File: config.mk
export PLATFORM = sky130hd
export DESIGN_NAME = isqrt_odd_sub
export DESIGN_NICKNAME = d
export VERILOG_FILES = /design/src/rtl/isqrt_odd_pkg.sv /design/src/rtl/isqrt_odd_ctrl.sv /design/src/rtl/isqrt_odd_dp.sv /design/src/rtl/isqrt_odd_sub.sv
export SDC_FILE = /design/constraint.sdc
export NUM_CORES = 1
export LEC_CHECK = 0
export ABC_AREA = 1
export CORE_MARGIN = 8
export CORE_UTILIZATION = 50
export CTS_CLUSTER_DIAMETER = 100
export DETAILED_ROUTE_END_ITERATION = 6
export PLACE_DENSITY = 0.74
export SLEW_MARGIN = 5
export SYNTH_ARGS = -nofsm -noshare
export SYNTH_HDL_FRONTEND = slang
export SYNTH_SLANG_ARGS = --single-unit
File: constraint.sdc
create_clock -name clk -period 2.9 [get_ports clk]
set_clock_uncertainty 0.05 [all_clocks]
set_input_delay 0.29 -clock clk [delete_from_list [all_inputs] [get_ports clk]]
set_output_delay 0.29 -clock clk [all_outputs]
set_load 0.02 [all_outputs]
File: src/rtl/isqrt_odd_pkg.sv
package isqrt_odd_pkg;
  typedef enum logic {
    ST_IDLE = 1'b0,
    ST_BUSY = 1'b1
  } isq_state_e;
endpackage

File: src/rtl/isqrt_odd_ctrl.sv
module isqrt_odd_ctrl
  import isqrt_odd_pkg::*;
(
  input  logic clk,
  input  logic rst_n,
  input  logic start,
  input  logic rad_zero,
  input  logic step_end,
  output logic load,
  output logic busy
);
  isq_state_e state_q, state_d;

  assign load = start && (state_q == ST_IDLE);
  assign busy = (state_q == ST_BUSY);

  always_comb begin
    state_d = state_q;
    case (state_q)
      ST_IDLE: if (load && !rad_zero) state_d = ST_BUSY;
      ST_BUSY: if (step_end)          state_d = ST_IDLE;
      default:                        state_d = ST_IDLE;
    endcase
  end

  always_ff @(posedge clk or negedge rst_n) begin
    if (!rst_n) state_q <= ST_IDLE;
    else        state_q <= state_d;
  end
endmodule

File: src/rtl/isqrt_odd_dp.sv
module isqrt_odd_dp #(
  parameter int WIDTH = 8,
  localparam int HALF  = WIDTH / 2,
  localparam int ODD_W = HALF + 1,
  localparam int CNT_W = HALF + 1
) (
  input  logic             clk,
  input  logic             rst_n,
  input  logic             load,
  input  logic             step,
  input  logic [WIDTH-1:0] radicand,
  output logic             rad_zero,
  output logic             step_end,
  output logic             done,
  output logic [WIDTH-1:0] root,
  output logic             is_square,
  output logic [ODD_W-1:0] odd_q,
  output logic [CNT_W-1:0] cnt_q
);
  // remainder minus odd subtrahend, with the borrow as the top bit
  function automatic logic [WIDTH:0] take_odd(input logic [WIDTH-1:0] r,
                                              input logic [ODD_W-1:0] o);
    return {1'b0, r} - {{(WIDTH - ODD_W + 1){1'b0}}, o};
  endfunction

  function automatic logic [WIDTH-1:0] widen(input logic [CNT_W-1:0] c);
    return {{(WIDTH - CNT_W){1'b0}}, c};
  endfunction

  logic [WIDTH-1:0] rem_q;
  logic [WIDTH:0]   sub_w;
  logic             borrow_w;
  logic [WIDTH-1:0] diff_w;
  logic             hit_zero;
  logic             hit_borrow;
  logic             zero_load;

  assign sub_w      = take_odd(rem_q, odd_q);
  assign borrow_w   = sub_w[WIDTH];
  assign diff_w     = sub_w[WIDTH-1:0];
  assign hit_zero   = step && !borrow_w && (diff_w == '0);
  assign hit_borrow = step && borrow_w;
  assign step_end   = hit_zero || hit_borrow;
  assign rad_zero   = (radicand == '0);
  assign zero_load  = load && rad_zero;

  always_ff @(posedge clk or negedge rst_n) begin
    if (!rst_n) begin
      rem_q <= '0;
      odd_q <= '0;
      cnt_q <= '0;
    end else if (load) begin
      rem_q <= radicand;
      odd_q <= ODD_W'(1);
      cnt_q <= CNT_W'(1);
    end else if (step && !step_end) begin
      rem_q <= diff_w;
      odd_q <= odd_q + ODD_W'(2);
      cnt_q <= cnt_q + CNT_W'(1);
    end
  end

  always_ff @(posedge clk or negedge rst_n) begin
    if (!rst_n) begin
      done      <= 1'b0;
      root      <= '0;
      is_square <= 1'b0;
    end else begin
      done <= zero_load || step_end;
      if (zero_load) begin
        root      <= '0;
        is_square <= 1'b1;
      end else if (hit_zero) begin
        root      <= widen(cnt_q);
        is_square <= 1'b1;
      end else if (hit_borrow) begin
        root      <= widen(cnt_q - CNT_W'(1));
        is_square <= 1'b0;
      end
    end
  end
endmodule

File: src/rtl/isqrt_odd_sub.sv
module isqrt_odd_sub #(
  parameter int WIDTH = 8,
  localparam int HALF  = WIDTH / 2,
  localparam int ODD_W = HALF + 1,
  localparam int CNT_W = HALF + 1
) (
  input  logic             clk,
  input  logic             rst_n,
  input  logic             start,
  input  logic [WIDTH-1:0] radicand,
  output logic             done,
  output logic [WIDTH-1:0] root,
  output logic             is_square
);
  logic             load_w;
  logic             busy_w;
  logic             rad_zero_w;
  logic             step_end_w;
  logic [ODD_W-1:0] odd_w;
  logic [CNT_W-1:0] cnt_w;

  isqrt_odd_ctrl u_ctrl (
    .clk      (clk),
    .rst_n    (rst_n),
    .start    (start),
    .rad_zero (rad_zero_w),
    .step_end (step_end_w),
    .load     (load_w),
    .busy     (busy_w)
  );

  isqrt_odd_dp #(.WIDTH(WIDTH)) u_dp (
    .clk       (clk),
    .rst_n     (rst_n),
    .load      (load_w),
    .step      (busy_w),
    .radicand  (radicand),
    .rad_zero  (rad_zero_w),
    .step_end  (step_end_w),
    .done      (done),
    .root      (root),
    .is_square (is_square),
    .odd_q     (odd_w),
    .cnt_q     (cnt_w)
  );
endmodule

# Word-level counts from Yosys, hierarchy flattened
# Cells that the tools add are included.
# word_totals
reg_bits,29
input_bits,11
out_inout_bits,10
word_cells,43
# op_classes
n_addsub,4
muxes,15
bitwise_logic,1
reduce_logical,16
# ops
op,n
8-bit two-way mux,5
5-bit two-way mux,4
8-bit zero test,2
8-bit by 5-bit subtractor with 9-bit output,1
1-bit logical AND,7
"5-bit by 1-bit adder with 5-bit output, second input constant",1
"5-bit by 2-bit adder with 5-bit output, second input constant",1
1-bit two-way mux,5
"5-bit by 1-bit subtractor with 5-bit output, second input constant",1
1-bit zero test,3
3-bit nonzero test,1
1-bit logical OR,2
1-bit one-hot mux with 2 select lines,1
2-bit nonzero test,1
1-bit inverter,1

# Depth between registers and ports, before layout
# Gate-level depths: netlist of run 1.
# depth
ltp_word,9
mapped_depth,16
depth_no_buf,15

# Cells and area by module
# A second synthesis of run 1 with hierarchy kept.
# unflattened
hier_cells,275
hier_area_um2,1975.6
# modules_own_cells
module,instances,cells_each,area_each_um2,seq_area_each_um2
isqrt_odd_dp,1,266,1919.3,625.6
isqrt_odd_ctrl,1,9,56.3,25.0

# Worst setup path after synthesis of run 1
# No wires, ideal clock.
# synth_timing
kind,register to register
start,register u_dp.odd_q[0]
end,register u_dp.rem_q[1]
setup_ns,0.117
arrival_time_ns,1.925
t_required_ns,2.733
slack_ns,0.808
stages_incl_launch_ff,16
cell_sequence,dfrtp_1 > ha_1 > fa_1 > inv_1 > nand2_2 > nand2_2 > nand2_2 > nand2_2 > nand3_2 > nor2_4 > nand2_4 > nand3_4 > buf_12 > nand2_4 > nand2_1 > nand2_1
# synth_via
elab_chain_cells,8
word_cells_on_any_way,12
# synth_rtl
element,line_no,source
from (decl),isqrt_odd_dp.sv:17,"output logic [ODD_W-1:0] odd_q,"
from (signal assigned),isqrt_odd_dp.sv:58,odd_q <= odd_q + ODD_W'(2);
8-bit by 5-bit subtractor with 9-bit output *,isqrt_odd_dp.sv:23,"return {1'b0, r} - {{(WIDTH - ODD_W + 1){1'b0}}, o};"
"parallel branches: the longest is 7 deep, another holds 8-bit zero test",n/a,
to (signal assigned),isqrt_odd_dp.sv:53,rem_q <= radicand;
to (signal assigned),isqrt_odd_dp.sv:57,rem_q <= diff_w;
to (decl),isqrt_odd_dp.sv:30,logic [WIDTH-1:0] rem_q;
# Mark *: on every way between the ends. The select of a mux whose other input is x is not followed.
# A chain may end at the register's enable or synchronous reset.

# Worst setup path after layout of run 1
# Same ends and word-level chain as after synthesis.

==> results.md, run 1 <==
* Final GP Congestion at ~0.96
* Antenna violations before repair at 0
* Number of clock sinks at 26
* Sequential-to-total area share from yosys stat at 0.3571
* # hold bufs at CTS at 0
* Mapped Area at ~1800 um2
* Cell row count at 22
* Clock-pin slew on the worst setup and hold paths at about 0.14 ns
* Post-route ant nets at 0
* Ys Warns at 0
* Startpoint class of the critical path: register
* Global-route wire length before repair at 6.996 mm
* CTS tree: done
* H-tree depth at 1
* Setup violators final at 0
* Status: completed
* CP max-delay cell: fa_1
* Critical path arrival at 2.59 ns
* Max incr delay on CP at 0.53 ns
* Max_cap viols at 0
* Worst VDD drop at a little under 0.5 mV
* Die W at ~76 um
* Root Driver: clkbuf_4
* Top-Level Pins at 21
* Core area at ~3600 um2
* Count of final hold-check violations at 0
* Detailed placer's ending HPWL at ~3.1 mm
* Die height at between 70 and 80 um
* Synth Instances at roughly 250
* Critical path peak fanout at 20
* Register bit total from synthesis at 26
* Pwr dens at 1305 nW/um2
* WL per Instance at about 13 um
* Ant diodes at 0
* Hold crit path type: primary input to asynchronous set/reset pin
* Unrepaired setup endpoints after global routing: no
* Most frequent cells in the layout: 78 x nand2_1, 38 x nand3_1, 29 x inv_1
* Post-Route Setup TNS at 0 ns
* CP Cell Sequence: ha_1 > fa_1 > nand3_1 > nor2_1 > nand3_2 > nor2_4 > nand2_4 > nand3_4 > nand2_4 > nand2_1 > nand2_1
* Total track usage at 0.1432
* Final Cycle Share at 0.8341
* Synth-to-layout area growth at 10.51%
* CTS Buf Count at 3
* Period minus WS final at 2.419 ns
* Clock Tree Buf Depth at 2
* Post-CTS setup repair buffer count at 0
* Power Total at ~2.6 mW
* Resized cells post-CTS at 0
* Area leader, netlist: dfrtp_1
* Pre-antenna DRT Iters at 4
* Mean Syn Cell Area at 7.436 um2
* Vias/cell at 5.075
* Pin count of the biggest net entering global routing at 27
* CP Data Required Time at slightly above 3 ns
* Synth top area cells: dfrtp_1 36%, nand2_1 16%, nand3_1 10%
* Most common cell after layout, fill and taps aside: nand2_1
* Slew Viols, Final at 0
* Clock Latency Late Sink at roughly 0.31 ns
* DRT Wirelength at about 3.9 mm
* Leakage power at 1.099 nW
* Overflow after GRT at 0
* Synth unique cells at 30
* # DRC at 0
* Vias in the first global route at 1523
* Hold Slack at 0.2750 ns
* Fmax at approximately 0.41 GHz
* Initial drt markers at approximately 150
* Vias at around 1.6k
* Share of cells above drive strength 1 at 0.09653
* Buffers added on ports at 17
* NumNets Final at ~280
* Initial Util at 0.5091
* Internal reg-to-reg setup slack at between 0.4 and 0.5 ns
* Crit. End Element: register
* Crit Path Class: register to register
* Post-synth top area share at 0.3571
* Die ar. at a little under 6000 um2
## cell usage after synthesis, drive strengths merged
| cell | count |
|---|---|
| a21oi | 6 |
| a31oi | 1 |
| buf | 7 |
| clkbuf | 3 |
| conb | 1 |
| dfrtp | 26 |
| fa | 1 |
| ha | 8 |
| inv | 32 |
| mux2 | 2 |
| nand2 | 86 |
| nand3 | 41 |
| nand3b | 1 |
| nand4 | 4 |
| nor2 | 14 |
| nor3 | 1 |
| nor4 | 1 |
| o211ai | 2 |
| xnor2 | 2 |
| xor2 | 6 |
## flip-flops by register name, summed over array words and instances (netlist names)
name,count
u_ctrl.busy,1
u_dp.cnt_q,5
u_dp.done,1
u_dp.is_square,1
u_dp.odd_q,5
u_dp.rem_q,8
u_dp.root,5
## routing by layer
metal	GRT usage	vias up	part of all wire
met1	0.1875	720	0.47
li1	-	802	-
met2	0.2296	34	0.48
met3	0.03184	2	0.039
met5	0	-	0
met4	0.04038	0	0.0064
## path summary, 6_finish.rpt
check / start / end / cells after the start
max in group asynchronous: rst_n / u_dp.cnt_q[3]$_DFFE_PN0P_ / 2
worst max-delay path: u_dp.odd_q[0]$_DFFE_PN0P_ / u_dp.rem_q[1]$_DFFE_PN0P_ / 11
worst min register to register: u_dp.root[0]$_DFFE_PN0P_ / u_dp.root[0]$_DFFE_PN0P_ / 2
worst min-delay path: rst_n / u_dp.rem_q[5]$_DFFE_PN0P_ / 2
worst max register to register: u_dp.odd_q[0]$_DFFE_PN0P_ / u_dp.rem_q[1]$_DFFE_PN0P_ / 11
min in group clk: u_dp.root[0]$_DFFE_PN0P_ / u_dp.root[0]$_DFFE_PN0P_ / 2
## kinds of logic after synthesis
kind of cell,synth area share
simple gates,0.3826
buf+inv,0.1133
flops,0.3571
fa+ha+maj,0.06594
compound gates,0.02816
xor+xnor,0.03846
mux,0.01236
other cells,0.002058
## report_power, final
group / switching [mW] / internal (mW) / total (mW)
logic: 1.09 / 0.679 / 1.77
clock network: 0.101 / 0.0486 / 0.150
registers: 0.165 / 0.541 / 0.706
total: 1.36 / 1.27 / 2.63
## layout make-up
cell class                 instances  area, um2
sequential                        26      650.6
timing repair buffer              19      185.2
multi-input combinational        179      972.2
inverter                          32      122.6
tap                               48      60.06
fill                             331       1565
clock buffer                       3      22.52
## critical path: cells and delay by family, from the launching register on
family | cells | cell delay (ns)
flops | 1 | 0.41
simple gates | 9 | 1.12
fa+ha+maj | 2 | 0.76
## metrics by stage
stage          utilization  cells  cell area [um2]  setup slack (ns)
6_report            0.5626    307             2013            0.4810
5_1_grt             0.5626    307             2013            0.2572
4_1_cts             0.5626    307             2013            0.4749
3_5_place_dp        0.5563    304             1991            0.5033
3_3_place_gp        0.5563    304             1991            0.5552
2_1_floorplan            -    247             1829            0.8084
Power figures use the tool's default switching activity.
==> run 2, diff against run 1 <==
==> constraint.sdc (replaced) <==
create_clock -name clk -period 2.37 [get_ports clk]
set_clock_uncertainty 0.05 [all_clocks]
set_input_delay 0.237 -clock clk [delete_from_list [all_inputs] [get_ports clk]]
set_output_delay 0.237 -clock clk [all_outputs]
set_load 0.02 [all_outputs]
==> run 2 against run 1 <==
  * Fmax is 9.2% higher
  * Critical path depth is the same
  * Via count is 0.32% lower
  * Design area grew 5.5%
  * Power grew 31%
  * Clock power up 110%
  * Critical endpoint is now u_dp.rem_q[4]$_DFFE_PN0P_
  * Largest power group unchanged
  * Highest routed layer unchanged
==> results.md, run 2 (synthesis gave the netlist of run 1 again) <==
* Status: completed (unchanged)
* Reg-to-Reg Start: u_dp.odd_q[0]$_DFFE_PN0P_ (unchanged)
* CTS Buf Count at 3 (unchanged)
* Power Total at 3.431 mW (was 2.627 mW)
* Crit Path Class: register to register (unchanged)
* Cell row count at 22 (unchanged)
* Leakage power at 1.148 nW (was 1.099 nW)
* Clock Tree Buf Depth at 2 (unchanged)
* Antenna violations before repair at 0 (unchanged)
* Vias at 1553 (was 1558)
* Initial Util at 0.5091 (unchanged)
* Global-route wire length before repair at 6.906 mm (was 6.996 mm)
* Clock-pin slew on the worst setup and hold paths at 0.15 ns (was 0.14 ns)
* Critical path peak fanout at 10 (was 20)
* Initial drt markers at 136 (was 148)
* Max_cap viols at 0 (unchanged)
* CP Cell Sequence: ha_2 > fa_2 > nand3_1 > nor2_2 > nand3_2 > nor2_4 > nand2_4 > nand3_4 > nand2_4 > nand2_1 > nand2_1 (was ha_1 > fa_1 > nand3_1 > nor2_1 > nand3_2 > nor2_4 > nand2_4 > nand3_4 > nand2_4 > nand2_1 > nand2_1)
* Clock Latency Late Sink at 0.33 ns (was 0.31 ns)
* Period minus WS final at 2.215 ns (was 2.419 ns)
* Switching power at 1.708 mW (was 1.359 mW)
* DRT Wirelength at 3.955 mm (was 3.910 mm)
* # DRC at 0 (unchanged)
* NumNets Final at 287 (was 281)
* Pin count of the biggest net entering global routing at 27 (unchanged)
* Reg-to-reg endpoint: u_dp.rem_q[4]$_DFFE_PN0P_ (was u_dp.rem_q[1]$_DFFE_PN0P_)
* H-tree depth at 1 (unchanged)
* Buffers added on ports at 17 (unchanged)
* Top-Level Pins at 21 (unchanged)
* Post-route ant nets at 0 (unchanged)
* Die W at 76.36 um (unchanged)
* Share of cells above drive strength 1 at 0.1541 (was 0.09653)
* Max incr delay on CP at 0.53 ns (about the same)
* Most frequent cells in the layout: 76 x nand2_1, 38 x nand3_1, 29 x inv_1 (was 78 x nand2_1, 38 x nand3_1, 29 x inv_1)
* Vias in the first global route at 1519 (was 1523)
* Final GP Congestion at 0.8929 (was 0.9608)
* Worst VDD drop at 0.5659 mV (was 0.4910 mV)
* Max reg flops at 8 (unchanged)
* Crit. End Element: register (unchanged)
* Core area at 3578 um2 (unchanged)
* Setup violators final at 0 (unchanged)
* WL met3 at 95 um (was 151 um)
* Vias/cell at 4.946 (was 5.075)
* Worst Setup SP: u_dp.odd_q[0]$_DFFE_PN0P_ (unchanged)
* Hold crit path type: primary input to asynchronous set/reset pin (unchanged)
* Slew Viols, Final at 0 (unchanged)
* Synth-to-layout area growth at 16.55% (was 10.51%)
* Overflow after GRT at 0 (unchanged)
* Metal2 WL at 1.855 mm (was 1.876 mm)
* Internal reg-to-reg setup slack at 0.16 ns (was 0.48 ns)
* Clk pwr share at 0.090 (was 0.057)
* WL met1 at 1.944 mm (was 1.857 mm)
* Most common cell after layout, fill and taps aside: nand2_1 (unchanged)
* Sequential Power Share at 0.256 (was 0.269)
* Pwr dens at 1616 nW/um2 (was 1305 nW/um2)
* Post-layout util at 0.5934 (was 0.5626)
* Share of total power in combinational logic at 0.654 (was 0.674)
* Switching Share at 0.4978 (was 0.5173)
* Die ar. at 5831 um2 (unchanged)
* CTS tree: done (unchanged)
* Root Driver: clkbuf_4 (unchanged)
* Pre-antenna DRT Iters at 4 (unchanged)
* Startpoint class of the critical path: register (unchanged)
* Count of final hold-check violations at 0 (unchanged)
* Detailed placer's ending HPWL at 2.961 mm (was 3.076 mm)
* Critical path arrival at 2.41 ns (was 2.59 ns)
* CP max-delay cell: fa_2 (was fa_1)
* Die height at 76.36 um (unchanged)
* # hold bufs at CTS at 0 (unchanged)
* Ant diodes at 0 (unchanged)
* CP Data Required Time at 2.56 ns (was 3.07 ns)
* WL per Instance at 12.60 um (was 12.74 um)
* Total track usage at 0.1404 (was 0.1432)
* Number of clock sinks at 26 (unchanged)
* Reg2Reg Depth at 11 (unchanged)
* Cell Int Power at 1.723 mW (was 1.268 mW)
* Final Cycle Share at 0.9346 (was 0.8341)
* Largest reg by FF count: u_dp.rem_q (unchanged)
* Fmax at 0.4515 GHz (was 0.4134 GHz)
* Uppermost layer routed: met4 (unchanged)
==> run 2: cell types whose count changed in the layout (fill, tap and decap cells not counted), moves of 2 or more <==
cell | previous run | this run
buf_4 | 2 | 6
a21oi_1 | 6 | 4
a21oi_2 | 0 | 2
ha_1 | 8 | 6
ha_2 | 0 | 2
nand2_1 | 78 | 76
nand2_2 | 6 | 8
==> run 2: layout make-up <==
type | count | area [um2]
fillers | 327 | 1455
flip-flops and latches | 26 | 651.9
multi-input cells | 180 | 1010
repair buffers | 24 | 226.5
well taps | 48 | 60.06
inverters | 32 | 122.6
clock inverters | 1 | 30.03
clock buffers | 3 | 22.52
==> run 2: power groups by stage <==
stage | sequential (mW) | clock [mW] | combinational (mW)
after floorplan | 0.884 | 0 | 1.70
after global placement | 0.875 | 0 | 2.08
after detailed placement | 0.880 | 0 | 2.12
after CTS | 0.875 | 0.316 | 2.15
after global routing | 0.905 | 0.335 | 2.54
final | 0.879 | 0.310 | 2.24
==> run 2: stage by stage <==
| stage | worst slack, ns | cell area (um2) | cells | hold slack, ns | TNS (ns) |
|---|---|---|---|---|---|
| after floorplan | 0.2784 | 1829 | 247 | -0.1086 | 0 |
| after global placement | 0.07058 | 1998 | 305 | 0.4026 | 0 |
| after detailed placement | 0.01934 | 1998 | 305 | 0.4140 | 0 |
| after CTS | 0.04610 | 2061 | 310 | 0.2118 | 0 |
| after global routing | -0.005772 | 2123 | 314 | 0.2143 | -0.01442 |
| final | 0.1551 | 2123 | 314 | 0.2068 | 0 |
==> run 2: timing repair <==
| action | in CTS | in global routing |
|---|---|---|
| resized for setup | 0 | 11 |
| endpoints found under the setup margin | 1 | 24 |
| pin swaps | 0 | 6 |
| buffers inserted | 0 | 4 |
| gates cloned | 1 | 0 |
==> run 2: metal layers <==
metal	vias to the layer above	GRT usage
li1	816	-
met3	6	0.02241
met2	22	0.2296
met1	709	0.1817
met4	0	0.05000
met5	-	0
==> run 2: worst max path at each step <==
stage	slack, ns	cells past startpoint	to
2_1_floorplan	0.28	15	u_dp.rem_q[1]$_DFFE_PN0P_
3_3_place_gp	0.07	11	u_dp.rem_q[4]$_DFFE_PN0P_
3_5_place_dp	0.02	11	u_dp.rem_q[3]$_DFFE_PN0P_
4_1_cts	0.05	10	u_dp.root[4]$_DFFE_PN0P_
5_1_grt	-0.006	14	u_dp.odd_q[2]$_DFFE_PN0P_
6_report	0.16	11	u_dp.rem_q[4]$_DFFE_PN0P_
==> run 2: critical path: cells and delay by family, from the launching register on <==
family                     cells  cell delay (ns)
adders and majority gates      2             0.73
DFF                            1             0.41
and+or+nand+nor                9             0.93
==> run 3, diff against run 2 <==
--- a/config.mk
+++ b/config.mk
@@ -6,12 +6,14 @@
 export NUM_CORES = 1
 export LEC_CHECK = 0
 export ABC_AREA = 1
+export CELL_PAD_IN_SITES_DETAIL_PLACEMENT = 1
+export CELL_PAD_IN_SITES_GLOBAL_PLACEMENT = 2
 export CORE_MARGIN = 8
-export CORE_UTILIZATION = 50
+export CORE_UTILIZATION = 29
 export CTS_CLUSTER_DIAMETER = 100
 export DETAILED_ROUTE_END_ITERATION = 6
-export PLACE_DENSITY = 0.74
-export SLEW_MARGIN = 5
+export PLACE_DENSITY = 0.77
+export SLEW_MARGIN = 20
 export SYNTH_ARGS = -nofsm -noshare
 export SYNTH_HDL_FRONTEND = slang
 export SYNTH_SLANG_ARGS = --single-unit
==> constraint.sdc (replaced) <==
create_clock -name clk -period 2 [get_ports clk]
set_clock_uncertainty 0.05 [all_clocks]
set_input_delay 0.2 -clock clk [delete_from_list [all_inputs] [get_ports clk]]
set_output_delay 0.2 -clock clk [all_outputs]
set_load 0.02 [all_outputs]
==> run 3 against run 2 <==
  * The flow now finishes with violations (setup timing)
  * Clock-buffer cell count rose by 1
  * Flip-flop and latch count stayed put
  * Power increased by 43%
  * Design area up 15%
  * First-iteration DRC count is 52% lower
  * Setup slack lost 0.35 ns
==> results.md, run 3 (synthesis gave the netlist of run 1 again) <==
* CP Data Required Time at 2.17 ns (was 2.56 ns)
* Post-Place Setup Slack at -0.2750 ns (was 0.01934 ns)
* Startpoint class of the critical path: register (unchanged)
* Clock Tree Buf Depth at 2 (unchanged)
* Hold crit path type: primary input to asynchronous set/reset pin (unchanged)
* Total track usage at 0.1224 (was 0.1404)
* Slew headroom at 0.6629
* Pwr dens at 2018 nW/um2 (was 1616 nW/um2)
* Crit. End Element: register (unchanged)
* # DRC at 0 (unchanged)
* Max incr delay on CP at 0.55 ns (was 0.53 ns)
* H-tree depth at 1 (unchanged)
* Most used cell, CP: nand3_2
* Vias/cell at 4.611 (was 4.946)
* Most frequent cells in the layout: 64 x nand2_1, 34 x nand3_1, 28 x inv_1 (was 76 x nand2_1, 38 x nand3_1, 29 x inv_1)
* Slew Viols, Final at 0 (unchanged)
* CP max-delay cell: fa_2 (unchanged)
* Status: finished, violations left (was completed)
* Max_cap viols at 0 (unchanged)
* Most common cell after layout, fill and taps aside: nand2_1 (unchanged)
* Initial drt markers at 65 (was 136)
* NumNets Final at 309 (was 287)
* Core area at 6205 um2 (was 3578 um2)
* DRT Wirelength at 5.303 mm (was 3.955 mm)
* Number of clock sinks at 26 (unchanged)
* CTS tree: done (unchanged)
* Share of cells above drive strength 1 at 0.2778 (was 0.1541)
* Final Cycle Share at 1.097 (was 0.9346)
* Critical path arrival at 2.36 ns (was 2.41 ns)
* Overflow after GRT at 0 (unchanged)
* Slew @ Worst Pin at 0.5057 ns
* Clock Latency Late Sink at 0.27 ns (was 0.33 ns)
* Crit path buf inv count at 2 (was 0)
* Crit Path Class: register to register (unchanged)
* Top-Level Pins at 21 (unchanged)
* CTS Buf Count at 3 (unchanged)
* # hold bufs at CTS at 0 (unchanged)
* Die W at 95.26 um (was 76.36 um)
* Post-route ant nets at 0 (unchanged)
* Die height at 95.26 um (was 76.36 um)
* Post-Route Setup TNS at -3.303 ns (was 0 ns)
* Antenna violations before repair at 0 (unchanged)
* Detailed placer's ending HPWL at 3.934 mm (was 2.961 mm)
* WL per Instance at 14.53 um (was 12.60 um)
* Failing checks: setup timing
* CP Cell Sequence: inv_1 > ha_2 > fa_2 > nand3_2 > nor2_2 > nand3_2 > nor2_4 > nand2_4 > buf_4 > nand3_4 > nand3_1 > nand2_1 (was ha_2 > fa_2 > nand3_1 > nor2_2 > nand3_2 > nor2_4 > nand2_4 > nand3_4 > nand2_4 > nand2_1 > nand2_1)
* Initial Util at 0.2936 (was 0.5091)
* Fmax at 0.4558 GHz (was 0.4515 GHz)
* Vias in the first global route at 1756 (was 1519)
* Worst VDD drop at 0.5833 mV (was 0.5659 mV)
* Vias at 1683 (was 1553)
* Pre-antenna DRT Iters at 4 (unchanged)
* Critical path peak fanout at 10 (unchanged)
* Unrepaired setup endpoints after global routing: yes
* Pin count of the biggest net entering global routing at 27 (unchanged)
* Clock-pin slew on the worst setup and hold paths at 0.09 ns (was 0.15 ns)
* Cell row count at 29 (was 22)
* Worst setup margin at -0.1941 ns (was 0.1551 ns)
* Top delay family on crit path: simple AND/OR/NAND/NOR gates (unchanged)
* Ant diodes at 0 (unchanged)
* Leakage power at 1.280 nW (was 1.148 nW)
* Hold Slack at 0.2437 ns (was 0.2068 ns)
* Synth-to-layout area growth at 33.79% (was 16.55%)
* Global-route wire length before repair at 8.707 mm (was 6.906 mm)
* Period minus WS final at 2.194 ns (was 2.215 ns)
* Setup violators final at 24 (was 0)
* Buffers added on ports at 17 (unchanged)
* Power Total at 4.919 mW (was 3.431 mW)
* Max reg flops at 8 (unchanged)
* Count of final hold-check violations at 0 (unchanged)
* Root Driver: clkbuf_8 (was clkbuf_4)
* Final GP Congestion at 0.7863 (was 0.8929)
* Die ar. at 9074 um2 (was 5831 um2)
* Largest reg by FF count: u_dp.rem_q (unchanged)
## run 3: cell count changes in the layout (fill, tap and decap cells not counted), moves of 2 or more
cell,change
nand2_4,+2
buf_4,+21
clkbuf_4,-3
nand2_1,-12
nand3_2,+2
clkbuf_8,+4
nand3_4,+3
nand2_2,+9
nand3_1,-4
## run 3: routing by layer
layer	GRT usage	wire length, um	part of all wire
met5	0	0	0
met4	0.03121	49	0.0092
met3	0.01732	123	0.023
met2	0.2123	2597	0.49
met1	0.1549	2532	0.48
## run 3: cell type report
cell class,count,area (um2)
tap,77,96.34
fill,775,3767
clock buffer,4,55.05
sequential,26,650.6
timing repair buffer,45,387.9
inverter,32,125.1
multi-input combinational,181,1122
## run 3: final timing paths
path / cells past startpoint / slack (ns) / start / end
max in group asynchronous: 2 / 1.39 / rst_n / u_dp.cnt_q[4]$_DFFE_PN0P_
worst min register to register: 2 / 0.43 / u_dp.root[0]$_DFFE_PN0P_ / u_dp.root[0]$_DFFE_PN0P_
worst max-delay path: 12 / -0.19 / u_dp.rem_q[0]$_DFFE_PN0P_ / u_dp.rem_q[3]$_DFFE_PN0P_
worst min-delay path: 2 / 0.24 / rst_n / u_dp.is_square$_DFFE_PN0P_
worst max register to register: 12 / -0.19 / u_dp.rem_q[0]$_DFFE_PN0P_ / u_dp.rem_q[3]$_DFFE_PN0P_
min in group clk: 2 / 0.43 / u_dp.root[0]$_DFFE_PN0P_ / u_dp.root[0]$_DFFE_PN0P_
## run 3: metrics by stage
step / utilization / area (um2) / std cells
5_1_grt: 0.3928 / 2437 / 365
3_3_place_gp: 0.3527 / 2188 / 352
3_5_place_dp: 0.3527 / 2188 / 352
2_1_floorplan: - / 1848 / 247
6_report: 0.3928 / 2437 / 365
4_1_cts: 0.3821 / 2371 / 361
## run 3: repair_timing
action,4_1_cts,5_1_grt
gates resized for setup,26,8
endpoints found under the setup margin,25,25
buffers inserted,3,4
gates cloned,2,0
pin swaps,6,4
## run 3: report_power, final
part | internal (mW) | switching, mW
clock network | 0.176 | 0.168
registers | 0.786 | 0.276
logic | 1.55 | 1.96
total | 2.51 | 2.41
